--- src/rtl/pmic_regs_pkg.sv ---
package pmic_regs_pkg;

    localparam int BYTE_W    = 8;
    localparam int NUM_CFG   = 29;
    localparam int CFG_IDX_W = $clog2(NUM_CFG);

    localparam logic [7:0] ADR_REV  = 8'h01;
    localparam logic [7:0] ADR_OFF  = 8'h14;
    localparam logic [7:0] ADR_OSC  = 8'h15;
    localparam logic [7:0] ADR_BB   = 8'h20;
    localparam logic [7:0] ADR_PIN  = 8'h39;
    localparam logic [7:0] ADR_VC1  = 8'h02;
    localparam logic [7:0] ADR_VC3  = 8'h04;
    localparam logic [7:0] ADR_VC4  = 8'h05;
    localparam logic [7:0] ADR_DEB  = 8'h3A;

    localparam logic [7:0] REV_CODE = 8'h22;
    localparam logic [7:0] BB_CONST = 8'h0D;
    localparam logic [7:0] VC_CEIL  = 8'h12;
    localparam logic [7:0] CLK_GOOD = 8'h80;

    typedef enum logic [1:0] {AK_NONE, AK_CONST, AK_CFG, AK_FWD} addr_kind_e;

    // Which owner answers an address.
    function automatic addr_kind_e kind_of(input logic [7:0] a);
        if (a == ADR_REV || a == ADR_OFF || a == ADR_PIN)
            return AK_CONST;
        if ((a >= 8'h02 && a <= 8'h13) || a == 8'h15 || a == 8'h16 ||
            a == ADR_BB || (a >= 8'h32 && a <= 8'h38) || a == ADR_DEB)
            return AK_CFG;
        if ((a >= 8'h17 && a <= 8'h1C) || (a >= 8'h21 && a <= 8'h31))
            return AK_FWD;
        return AK_NONE;
    endfunction

    // Storage slot of a held register (meaningful for AK_CFG only).
    function automatic logic [CFG_IDX_W-1:0] slot_of(input logic [7:0] a);
        logic [7:0] s;
        if (a <= 8'h13)      s = a - 8'h02;
        else if (a == 8'h15) s = 8'd18;
        else if (a == 8'h16) s = 8'd19;
        else if (a == ADR_BB) s = 8'd20;
        else if (a <= 8'h38) s = a - 8'h32 + 8'd21;
        else                 s = 8'd28;
        return s[CFG_IDX_W-1:0];
    endfunction

    // Inverse of slot_of, used to build the bank.
    function automatic logic [7:0] addr_of_slot(input int s);
        if (s < 18)  return 8'(s + 2);
        if (s == 18) return 8'h15;
        if (s == 19) return 8'h16;
        if (s == 20) return ADR_BB;
        if (s < 28)  return 8'(s - 21 + 'h32);
        return ADR_DEB;
    endfunction

    function automatic logic [7:0] rst_val(input logic [7:0] a);
        case (a)
            8'h02: return 8'h0C;
            8'h03: return 8'h05;
            8'h04: return 8'h02;
            8'h05: return 8'h0C;
            8'h06: return 8'h03;
            8'h07: return 8'h33;
            8'h08: return 8'h03;
            8'h0A: return 8'h95;
            8'h0B: return 8'h7E;
            8'h0E: return 8'h03;
            8'h15: return 8'h01;
            8'h16: return 8'h09;
            8'h36: return 8'h03;
            8'h37: return 8'hC0;
            8'h3A: return 8'h05;
            default: return 8'h00;
        endcase
    endfunction

    function automatic logic [7:0] clamp_vc(input logic [7:0] v);
        logic [7:0] t;
        t = v & 8'h1F;
        return (t > VC_CEIL) ? VC_CEIL : t;
    endfunction

    // Value actually stored when byte v is written to held register a.
    function automatic logic [7:0] wr_shape(input logic [7:0] a, input logic [7:0] v);
        case (a)
            8'h02:                      return (v & 8'h0E) | clamp_vc(v);
            8'h04, 8'h05:               return clamp_vc(v);
            8'h06, 8'h0C, 8'h0D, 8'h0E,
            8'h0F, 8'h10, 8'h11:        return v & 8'h03;
            8'h07, 8'h3A:               return v & 8'h3F;
            8'h08, 8'h09, 8'h15:        return v & 8'h07;
            8'h0B, 8'h16, 8'h36:        return v & 8'h7F;
            8'h20:                      return BB_CONST;
            8'h33, 8'h35:               return v & 8'h1F;
            8'h38:                      return v & 8'h0F;
            default:                    return v;
        endcase
    endfunction

    function automatic logic [7:0] rd_view(input logic [7:0] a, input logic [7:0] v);
        return (a == ADR_OSC) ? (v | CLK_GOOD) : v;
    endfunction

    function automatic logic [7:0] const_val(input logic [7:0] a);
        return (a == ADR_REV) ? REV_CODE : 8'h00;
    endfunction

endpackage

--- src/rtl/pmic_txn_fsm.sv ---
module pmic_txn_fsm
    import pmic_regs_pkg::*;
#(
    parameter int AW = BYTE_W
) (
    input  logic          clk,
    input  logic          rst_n,
    input  logic          ev_start,
    input  logic          ev_byte,
    input  logic          ev_rd,
    input  logic [AW-1:0] byte_in,
    input  logic          soft_clr,
    output logic [AW-1:0] ptr,
    output logic          wr_fire,
    output logic          rd_fire,
    output logic          rsp_active
);

    typedef enum logic [1:0] {ST_IDLE, ST_PTR, ST_WDATA, ST_RSP} txn_state_e;

    txn_state_e    state_q, state_d;
    logic [AW-1:0] ptr_q;
    logic          ptr_load;

    always_ff @(posedge clk or negedge rst_n) begin
        if (!rst_n) state_q <= ST_IDLE;
        else        state_q <= state_d;
    end

    always_comb begin
        state_d = state_q;
        unique case (state_q)
            ST_IDLE: begin
                if (ev_start)     state_d = ST_PTR;
                else if (ev_byte) state_d = ST_IDLE;
                else if (ev_rd)   state_d = ST_RSP;
            end
            ST_PTR: begin
                if (ev_start)     state_d = ST_PTR;
                else if (ev_byte) state_d = ST_WDATA;
                else if (ev_rd)   state_d = ST_RSP;
            end
            ST_WDATA: begin
                if (ev_start)     state_d = ST_PTR;
                else if (ev_byte) state_d = ST_WDATA;
                else if (ev_rd)   state_d = ST_RSP;
            end
            ST_RSP: begin
                if (ev_start)     state_d = ST_PTR;
                else if (ev_byte) state_d = ST_IDLE;
                else if (ev_rd)   state_d = ST_RSP;
                else              state_d = ST_IDLE;
            end
            default: state_d = ST_IDLE;
        endcase
    end

    always_comb begin
        ptr_load   = (state_q == ST_PTR)   && ev_byte && !ev_start;
        wr_fire    = (state_q == ST_WDATA) && ev_byte && !ev_start;
        rd_fire    = ev_rd && !ev_start && !ev_byte;
        rsp_active = (state_q == ST_RSP);
    end

    always_ff @(posedge clk or negedge rst_n) begin
        if (!rst_n)                 ptr_q <= '0;
        else if (soft_clr)          ptr_q <= '0;
        else if (ptr_load)          ptr_q <= byte_in;
        else if (wr_fire || rd_fire) ptr_q <= ptr_q + 1'b1;
    end

    assign ptr = ptr_q;

    // the pointer byte lands in the pointer
    a_r1_ptr_load: assert property (@(posedge clk) disable iff (!rst_n)
        ptr_load |=> ptr_q == $past(byte_in));

    // a data byte advances the pointer (with wrap)
    a_r2_ptr_step: assert property (@(posedge clk) disable iff (!rst_n)
        (wr_fire && !soft_clr) |=> ptr_q == AW'($past(ptr_q) + 1'b1));

    // a read is answered in the next cycle
    a_r3_rsp_next: assert property (@(posedge clk) disable iff (!rst_n)
        rd_fire |=> rsp_active);

    // device-off wins over the increment
    a_r7_ptr_zero: assert property (@(posedge clk) disable iff (!rst_n)
        soft_clr |=> ptr_q == '0);

endmodule

--- src/rtl/pmic_cfg_bank.sv ---
module pmic_cfg_bank
    import pmic_regs_pkg::*;
#(
    parameter int DW  = BYTE_W,
    parameter int NUM = NUM_CFG,
    parameter int IW  = CFG_IDX_W
) (
    input  logic          clk,
    input  logic          rst_n,
    input  logic          soft_clr,
    input  logic          wr_en,
    input  logic [IW-1:0] wr_slot,
    input  logic [DW-1:0] wr_data,
    output logic [DW-1:0] cfg_q [NUM]
);

    localparam int S_BB  = int'(slot_of(ADR_BB));
    localparam int S_VC3 = int'(slot_of(ADR_VC3));
    localparam int S_VC4 = int'(slot_of(ADR_VC4));
    localparam int S_DEB = int'(slot_of(ADR_DEB));

    for (genvar g = 0; g < NUM; g++) begin : g_reg
        localparam logic [7:0] SLOT_ADR = addr_of_slot(g);
        always_ff @(posedge clk or negedge rst_n) begin
            if (!rst_n)
                cfg_q[g] <= rst_val(SLOT_ADR);
            else if (soft_clr)
                cfg_q[g] <= rst_val(SLOT_ADR);
            else if (wr_en && wr_slot == IW'(g))
                cfg_q[g] <= wr_shape(SLOT_ADR, wr_data);
        end
    end

    // battery-backup register only ever holds 0x00 or 0x0D
    a_r9_bb_const: assert property (@(posedge clk) disable iff (!rst_n)
        (cfg_q[S_BB] == 8'h00) || (cfg_q[S_BB] == BB_CONST));

    // clamped core-voltage registers never exceed the ceiling
    a_r5_vc_ceiling: assert property (@(posedge clk) disable iff (!rst_n)
        (cfg_q[S_VC3] <= VC_CEIL) && (cfg_q[S_VC4] <= VC_CEIL));

    // debounce keeps six bits
    a_r6_deb_width: assert property (@(posedge clk) disable iff (!rst_n)
        cfg_q[S_DEB][7:6] == 2'b00);

endmodule

--- src/rtl/pmic_resp_path.sv ---
module pmic_resp_path
    import pmic_regs_pkg::*;
#(
    parameter int DW = BYTE_W,
    parameter int AW = BYTE_W
) (
    input  logic          clk,
    input  logic          rst_n,
    input  logic          wr_fire,
    input  logic          rd_fire,
    input  logic          target_fwd,
    input  logic [AW-1:0] ptr,
    input  logic [DW-1:0] wdata,
    input  logic [DW-1:0] local_rdata,
    input  logic [DW-1:0] fwd_rdata,
    input  logic          rsp_active,
    output logic          fwd_wr,
    output logic          fwd_rd,
    output logic [AW-1:0] fwd_addr,
    output logic [DW-1:0] fwd_wdata,
    output logic [DW-1:0] rsp_data
);

    logic          fwd_wr_q, fwd_rd_q, from_fwd_q;
    logic [AW-1:0] fwd_addr_q;
    logic [DW-1:0] fwd_wdata_q, hold_q;

    always_ff @(posedge clk or negedge rst_n) begin
        if (!rst_n) begin
            fwd_wr_q    <= 1'b0;
            fwd_rd_q    <= 1'b0;
            from_fwd_q  <= 1'b0;
            fwd_addr_q  <= '0;
            fwd_wdata_q <= '0;
            hold_q      <= '0;
        end else begin
            fwd_wr_q <= wr_fire && target_fwd;
            fwd_rd_q <= rd_fire && target_fwd;
            if (wr_fire || rd_fire) fwd_addr_q <= ptr;
            if (wr_fire)            fwd_wdata_q <= wdata;
            if (rd_fire) begin
                hold_q     <= local_rdata;
                from_fwd_q <= target_fwd;
            end
        end
    end

    always_comb begin
        rsp_data = '0;
        if (rsp_active) rsp_data = from_fwd_q ? fwd_rdata : hold_q;
    end

    assign fwd_wr    = fwd_wr_q;
    assign fwd_rd    = fwd_rd_q;
    assign fwd_addr  = fwd_addr_q;
    assign fwd_wdata = fwd_wdata_q;

    // the two sibling strobes never overlap
    a_r11_strobe_excl: assert property (@(posedge clk) disable iff (!rst_n)
        !(fwd_wr_q && fwd_rd_q));

    // a sibling read only happens in a response cycle
    a_r11_rd_in_rsp: assert property (@(posedge clk) disable iff (!rst_n)
        fwd_rd_q |-> rsp_active);

endmodule

--- src/rtl/pmic_regslave.sv ---
module pmic_regslave
    import pmic_regs_pkg::*;
#(
    parameter int DW = BYTE_W,
    parameter int AW = BYTE_W
) (
    input  logic          clk,
    input  logic          rst_n,
    input  logic          bus_start_wr,
    input  logic          bus_wr_byte,
    input  logic [DW-1:0] bus_wdata,
    input  logic          bus_rd_req,
    output logic          bus_rd_valid,
    output logic [DW-1:0] bus_rdata,
    output logic          fwd_wr,
    output logic          fwd_rd,
    output logic [AW-1:0] fwd_addr,
    output logic [DW-1:0] fwd_wdata,
    input  logic [DW-1:0] fwd_rdata,
    output logic          dev_off_pulse
);

    logic [AW-1:0]        ptr;
    logic                 wr_fire, rd_fire, rsp_active, soft_clr;
    addr_kind_e           kind;
    logic [CFG_IDX_W-1:0] slot;
    logic [DW-1:0]        cfg_q [NUM_CFG];
    logic [DW-1:0]        local_rdata;
    logic                 off_q;

    pmic_txn_fsm #(.AW(AW)) u_fsm (
        .clk        (clk),
        .rst_n      (rst_n),
        .ev_start   (bus_start_wr),
        .ev_byte    (bus_wr_byte),
        .ev_rd      (bus_rd_req),
        .byte_in    (bus_wdata),
        .soft_clr   (soft_clr),
        .ptr        (ptr),
        .wr_fire    (wr_fire),
        .rd_fire    (rd_fire),
        .rsp_active (rsp_active)
    );

    always_comb begin
        kind     = kind_of(ptr);
        slot     = (kind == AK_CFG) ? slot_of(ptr) : '0;
        soft_clr = wr_fire && (ptr == ADR_OFF) && bus_wdata[0];
        unique case (kind)
            AK_CONST: local_rdata = const_val(ptr);
            AK_CFG:   local_rdata = rd_view(ptr, cfg_q[slot]);
            default:  local_rdata = '0;
        endcase
    end

    pmic_cfg_bank #(.DW(DW), .NUM(NUM_CFG), .IW(CFG_IDX_W)) u_bank (
        .clk      (clk),
        .rst_n    (rst_n),
        .soft_clr (soft_clr),
        .wr_en    (wr_fire && kind == AK_CFG),
        .wr_slot  (slot),
        .wr_data  (bus_wdata),
        .cfg_q    (cfg_q)
    );

    pmic_resp_path #(.DW(DW), .AW(AW)) u_resp (
        .clk         (clk),
        .rst_n       (rst_n),
        .wr_fire     (wr_fire),
        .rd_fire     (rd_fire),
        .target_fwd  (kind == AK_FWD),
        .ptr         (ptr),
        .wdata       (bus_wdata),
        .local_rdata (local_rdata),
        .fwd_rdata   (fwd_rdata),
        .rsp_active  (rsp_active),
        .fwd_wr      (fwd_wr),
        .fwd_rd      (fwd_rd),
        .fwd_addr    (fwd_addr),
        .fwd_wdata   (fwd_wdata),
        .rsp_data    (bus_rdata)
    );

    always_ff @(posedge clk or negedge rst_n) begin
        if (!rst_n) off_q <= 1'b0;
        else        off_q <= soft_clr;
    end

    assign dev_off_pulse = off_q;
    assign bus_rd_valid  = rsp_active;

    // device-off request is announced the cycle after the byte
    a_r7_pulse_follows: assert property (@(posedge clk) disable iff (!rst_n)
        soft_clr |=> dev_off_pulse);

    // sibling writes only target the forwarded windows
    a_r11_fwd_window: assert property (@(posedge clk) disable iff (!rst_n)
        fwd_wr |-> kind_of(fwd_addr) == AK_FWD);

    // valid data always follows an accepted read
    a_r3_valid_after_req: assert property (@(posedge clk) disable iff (!rst_n)
        bus_rd_valid |-> $past(bus_rd_req));

endmodule

--- config.mk ---
export PLATFORM = sky130hd
export DESIGN_NAME = pmic_regslave
export DESIGN_NICKNAME = d
export VERILOG_FILES = /design/src/rtl/pmic_regs_pkg.sv /design/src/rtl/pmic_txn_fsm.sv /design/src/rtl/pmic_cfg_bank.sv /design/src/rtl/pmic_resp_path.sv /design/src/rtl/pmic_regslave.sv
export SDC_FILE = /design/constraint.sdc
export NUM_CORES = 1
export LEC_CHECK = 0
export BUFFER_PORTS_ARGS = -buffer_cell sky130_fd_sc_hd__buf_4
export CELL_PAD_IN_SITES_DETAIL_PLACEMENT = 1
export CELL_PAD_IN_SITES_GLOBAL_PLACEMENT = 2
export CORE_ASPECT_RATIO = 1.25
export CORE_MARGIN = 5
export CORE_UTILIZATION = 35
export DETAILED_ROUTE_END_ITERATION = 8
export GPL_TIMING_DRIVEN = 0
export PLACE_DENSITY_LB_ADDON = 0.1
export SETUP_SLACK_MARGIN = 0.3
export SLEW_MARGIN = 10
export SYNTH_ARGS = -nofsm -noshare
export SYNTH_HDL_FRONTEND = slang
export SYNTH_SLANG_ARGS = --single-unit
export TNS_END_PERCENT = 100
--- constraint.sdc ---
create_clock -name clk -period 3.4 [get_ports clk]
set_input_delay 0 -clock clk [delete_from_list [all_inputs] [get_ports clk]]
set_output_delay 0 -clock clk [all_outputs]
set_load 0.01 [all_outputs]
==> summary.txt <==
Status
  • Status: finished, violations left
  • Failing checks: setup timing

Die
  • Ports: 49
  • Num rows: 69
  • Die area: 31,800 sq um
  • Die width: 161 um
  • Die height: 198 um
  • Core footprint: 28,200 sq um
  • Initial Util: 0.352

Timing
  • Worst-Margin Slew: 1.24 ns
  • Tmin final: 3.84 ns
  • Worst Clk Skew: 0.0202 ns
  • Setup ws final: -0.444 ns
  • Hold WS: 0.0139 ns
  • Max-slew headroom: 0.175
  • Final Max Slew Viols: 0
  • Fmax: 260 MHz
  • # setup viols final: 148
  • RSZ-0062 raised after global routing: yes
  • Period Utilization, post-route: 1.13
  • Fin. Hold Viols: 0

Global routing
  • Global-route wire length before repair: 72,000 um
  • Initial antenna violation count: 0
  • Vias in the first global route: 11,000
  • Largest net degree at the start of global routing: 98
  • GR Overflow Total: 0
  • GRT Util Overall: 0.305

Routing
  • DR vias/cell: 6.14
  • Post-route DRC: 0
  • Initial DRC Count: 761
  • Detailed Route WL: 53,000 um
  • WL per Instance: 30.4 um
  • Remaining antenna violation count after routing: 0
  • Vias: 10,700
  • Drt pass-1 iters: 6

Logic synthesis
  • Register area share after synthesis: 0.458
  • Library cells used by synthesis: 72
  • Share of synthesized registers carrying an async set or reset: 1.00
  • Ranking of synthesized cells by area: dfrtp_1, dfstp_2, nand2_1
  • Post-synth top flop: dfrtp_1
  • Flops & latches, synth: 180
  • Post-synth EDFFs: 0
  • Syn_area_per_cell: 8.80 sq um
  • Post-Syn Instances: 1,128
  • Post-Syn Area: 9930 sq um
  • Warning count from the yosys run: 0
  • Syn Nets: 1,165
  • Synth area leader: dfrtp_1
  • Top cell type's share of synthesized area: 0.363

Worst setup path
  • Setup CP Type: flop to flop
  • Element type at the critical path start: flop
  • Crit-path max FO: 6
  • Worst EP arrival: 4.19 ns
  • Crit. End Element: flop
  • Reg2reg start: u_fsm.ptr[1]
  • CP startpoint: u_fsm.ptr[1]
  • WP data required: 3.75 ns

Placement
  • I/O Buffers: 45
  • Final Wtd Congestion: 0.895
  • Setup WS pre-CTS: -1.62 ns
  • Post-DP HPWL: 31,200 um
  • Instance area at placement: 11,100 sq um

Hold path
  • Worst min path class: input pin to flop
  • Worst hold start: bus_wr_byte

Pwr
  • Total power: 17,500 uW
  • Peak VDD IR: 0.549 mV
  • Power per cell area: 1080 nW/um^2
  • Leak pwr: 0.00662 uW

Cells and area
  • Commonest non-fill, non-tap cell in the layout: nand2_1
  • Fin nets: 1,412
  • Area Overhead vs Synth: 62.3%
  • Most frequent cells in the layout: nand2_1, dfrtp_1, buf_4
  • Fill cells: 2,998
  • Final Cell Area: 16,100 sq um
  • Fin util: 0.571
  • Antenna cells: 0
  • Share of layout cells above drive strength 1: 0.491

Clock tree
  • CTS clk-pin slew, worst paths: 0.08 ns
  • Clk sinks: 180
  • Maximum buffer depth of the clock tree: 2
  • Skew-Pair Late Insertion Delay: 0.47 ns
  • CTS tree: done
  • Num CTS Buffers: 17
  • Root Driver: clkbuf_16
  • # H-tree levels: 4

Job
  • Max cap viols: 0
metrics by stage:
stage / cells / TNS (ns)
after detailed placement: 1529 / -133.40
after floorplan: 1128 / 0
after CTS: 1683 / -15.78
after global routing: 1743 / -55.49
after global placement: 1528 / -131.16
final: 1743 / -35.27
cell usage after synthesis, drive strengths merged (3+ instances only):
library cell	n
o41ai	6
o21a	4
nand2	229
o2111ai	3
a21o	3
a221oi	6
a22o	14
a21oi	99
or3	3
mux2	11
a211oi	14
o32ai	3
o211ai	15
a31o	3
a22oi	3
nor4	5
nor3	20
nand3	95
o31ai	4
a311oi	4
a211o	3
and3	10
nor2	93
inv	19
a221o	3
ha	16
buf	44
o311ai	4
clkbuf	45
a31oi	11
mux2i	63
o21ai	49
and2	4
nand3b	4
dfrtp	144
dfstp	36
flip-flops by register name, summed over array words and instances, names as in the netlist:
signal and flops:
u_fsm.ptr 8, u_resp.from_fwd_q 1, dev_off_pulse 1, u_resp.hold_q 8, u_resp.fwd_rd 1, u_resp.fwd_wdata 8
u_resp.fwd_addr 8, u_fsm.state_q 2, u_bank.cfg_q 142, u_resp.fwd_wr 1
worst max-delay path: stages, from the launching register on:
cell and delay [ns]:
dfrtp_2 0.47, clkinv_4 0.12, ha_4 0.20, nor2_2 0.04
o31a_1 0.25, a311oi_2 0.24, o21ai_1 0.11, a21oi_2 0.21
ha_2 0.22, buf_4 0.12, o311a_4 0.20, o21a_4 0.20
buf_12 0.15, mux2i_1 0.29, nor2_1 0.12, o32ai_1 0.41
nor4_2 0.11, a211o_1 0.28
cell type report:
type,instances,area (sq um),share of cell area
buffer,89,938,0.0583
clock buffer,17,425,0.0264
clock inverter,15,148,0.00917
inverter,20,90.1,0.00559
multi-input combinational,842,7030,0.437
sequential,180,4550,0.283
tap,355,444,0.0276
timing repair buffer,225,2470,0.154
metal layers:
layer / vias up / GRT usage / part of all wire
li1: 4522 / - / -
met1: 5501 / 0.362 / 0.38
met2: 464 / 0.533 / 0.49
met3: 215 / 0.0418 / 0.050
met4: 0 / 0.168 / 0.080
met5: - / 0 / 0
where the power goes:
part           total (uW)  switching, uW  internal, uW  leakage (uW)
clock                2070           1040          1030      0.000272
sequential           3010            376          2630       0.00233
combinational       12400           6760          5620       0.00401
total               17500           8180          9290       0.00662
worst paths after layout:
path | end | slack (ns) | cells after the start
worst max-delay path | u_resp.hold_q[3] | -0.44 | 17
worst min-delay path | u_resp.fwd_rd | 0.01 | 3
worst max register to register | u_resp.hold_q[3] | -0.44 | 17
worst min register to register | u_resp.fwd_addr[3] | 0.47 | 2
max in group asynchronous | u_bank.cfg_q[75] | 2.29 | 3
min in group asynchronous | u_resp.fwd_addr[7] | 0.15 | 2
cells by family after synthesis:
logic type | count (synthesis) | synth area share
AO/OA/AOI/OAI | 268 | 0.175
XOR/XNOR | 2 | 0.00177
adder cells (fa/ha/maj) | 16 | 0.0202
buffers and inverters | 109 | 0.0478
flip-flops | 180 | 0.458
multiplexers | 74 | 0.0760
AND/OR/NAND/NOR | 479 | 0.221
what timing repair did:
action / 4_1_cts / 5_1_grt
hold buffers: 9 / 0
pin swaps: 81 / 126
resized for setup: 324 / 266
hold endpoints to repair: 91 / 0
setup buffers: 99 / 55
cloned: 14 / 5
setup endpoints to repair: 159 / 158
(Power assumes the default switching activity.)
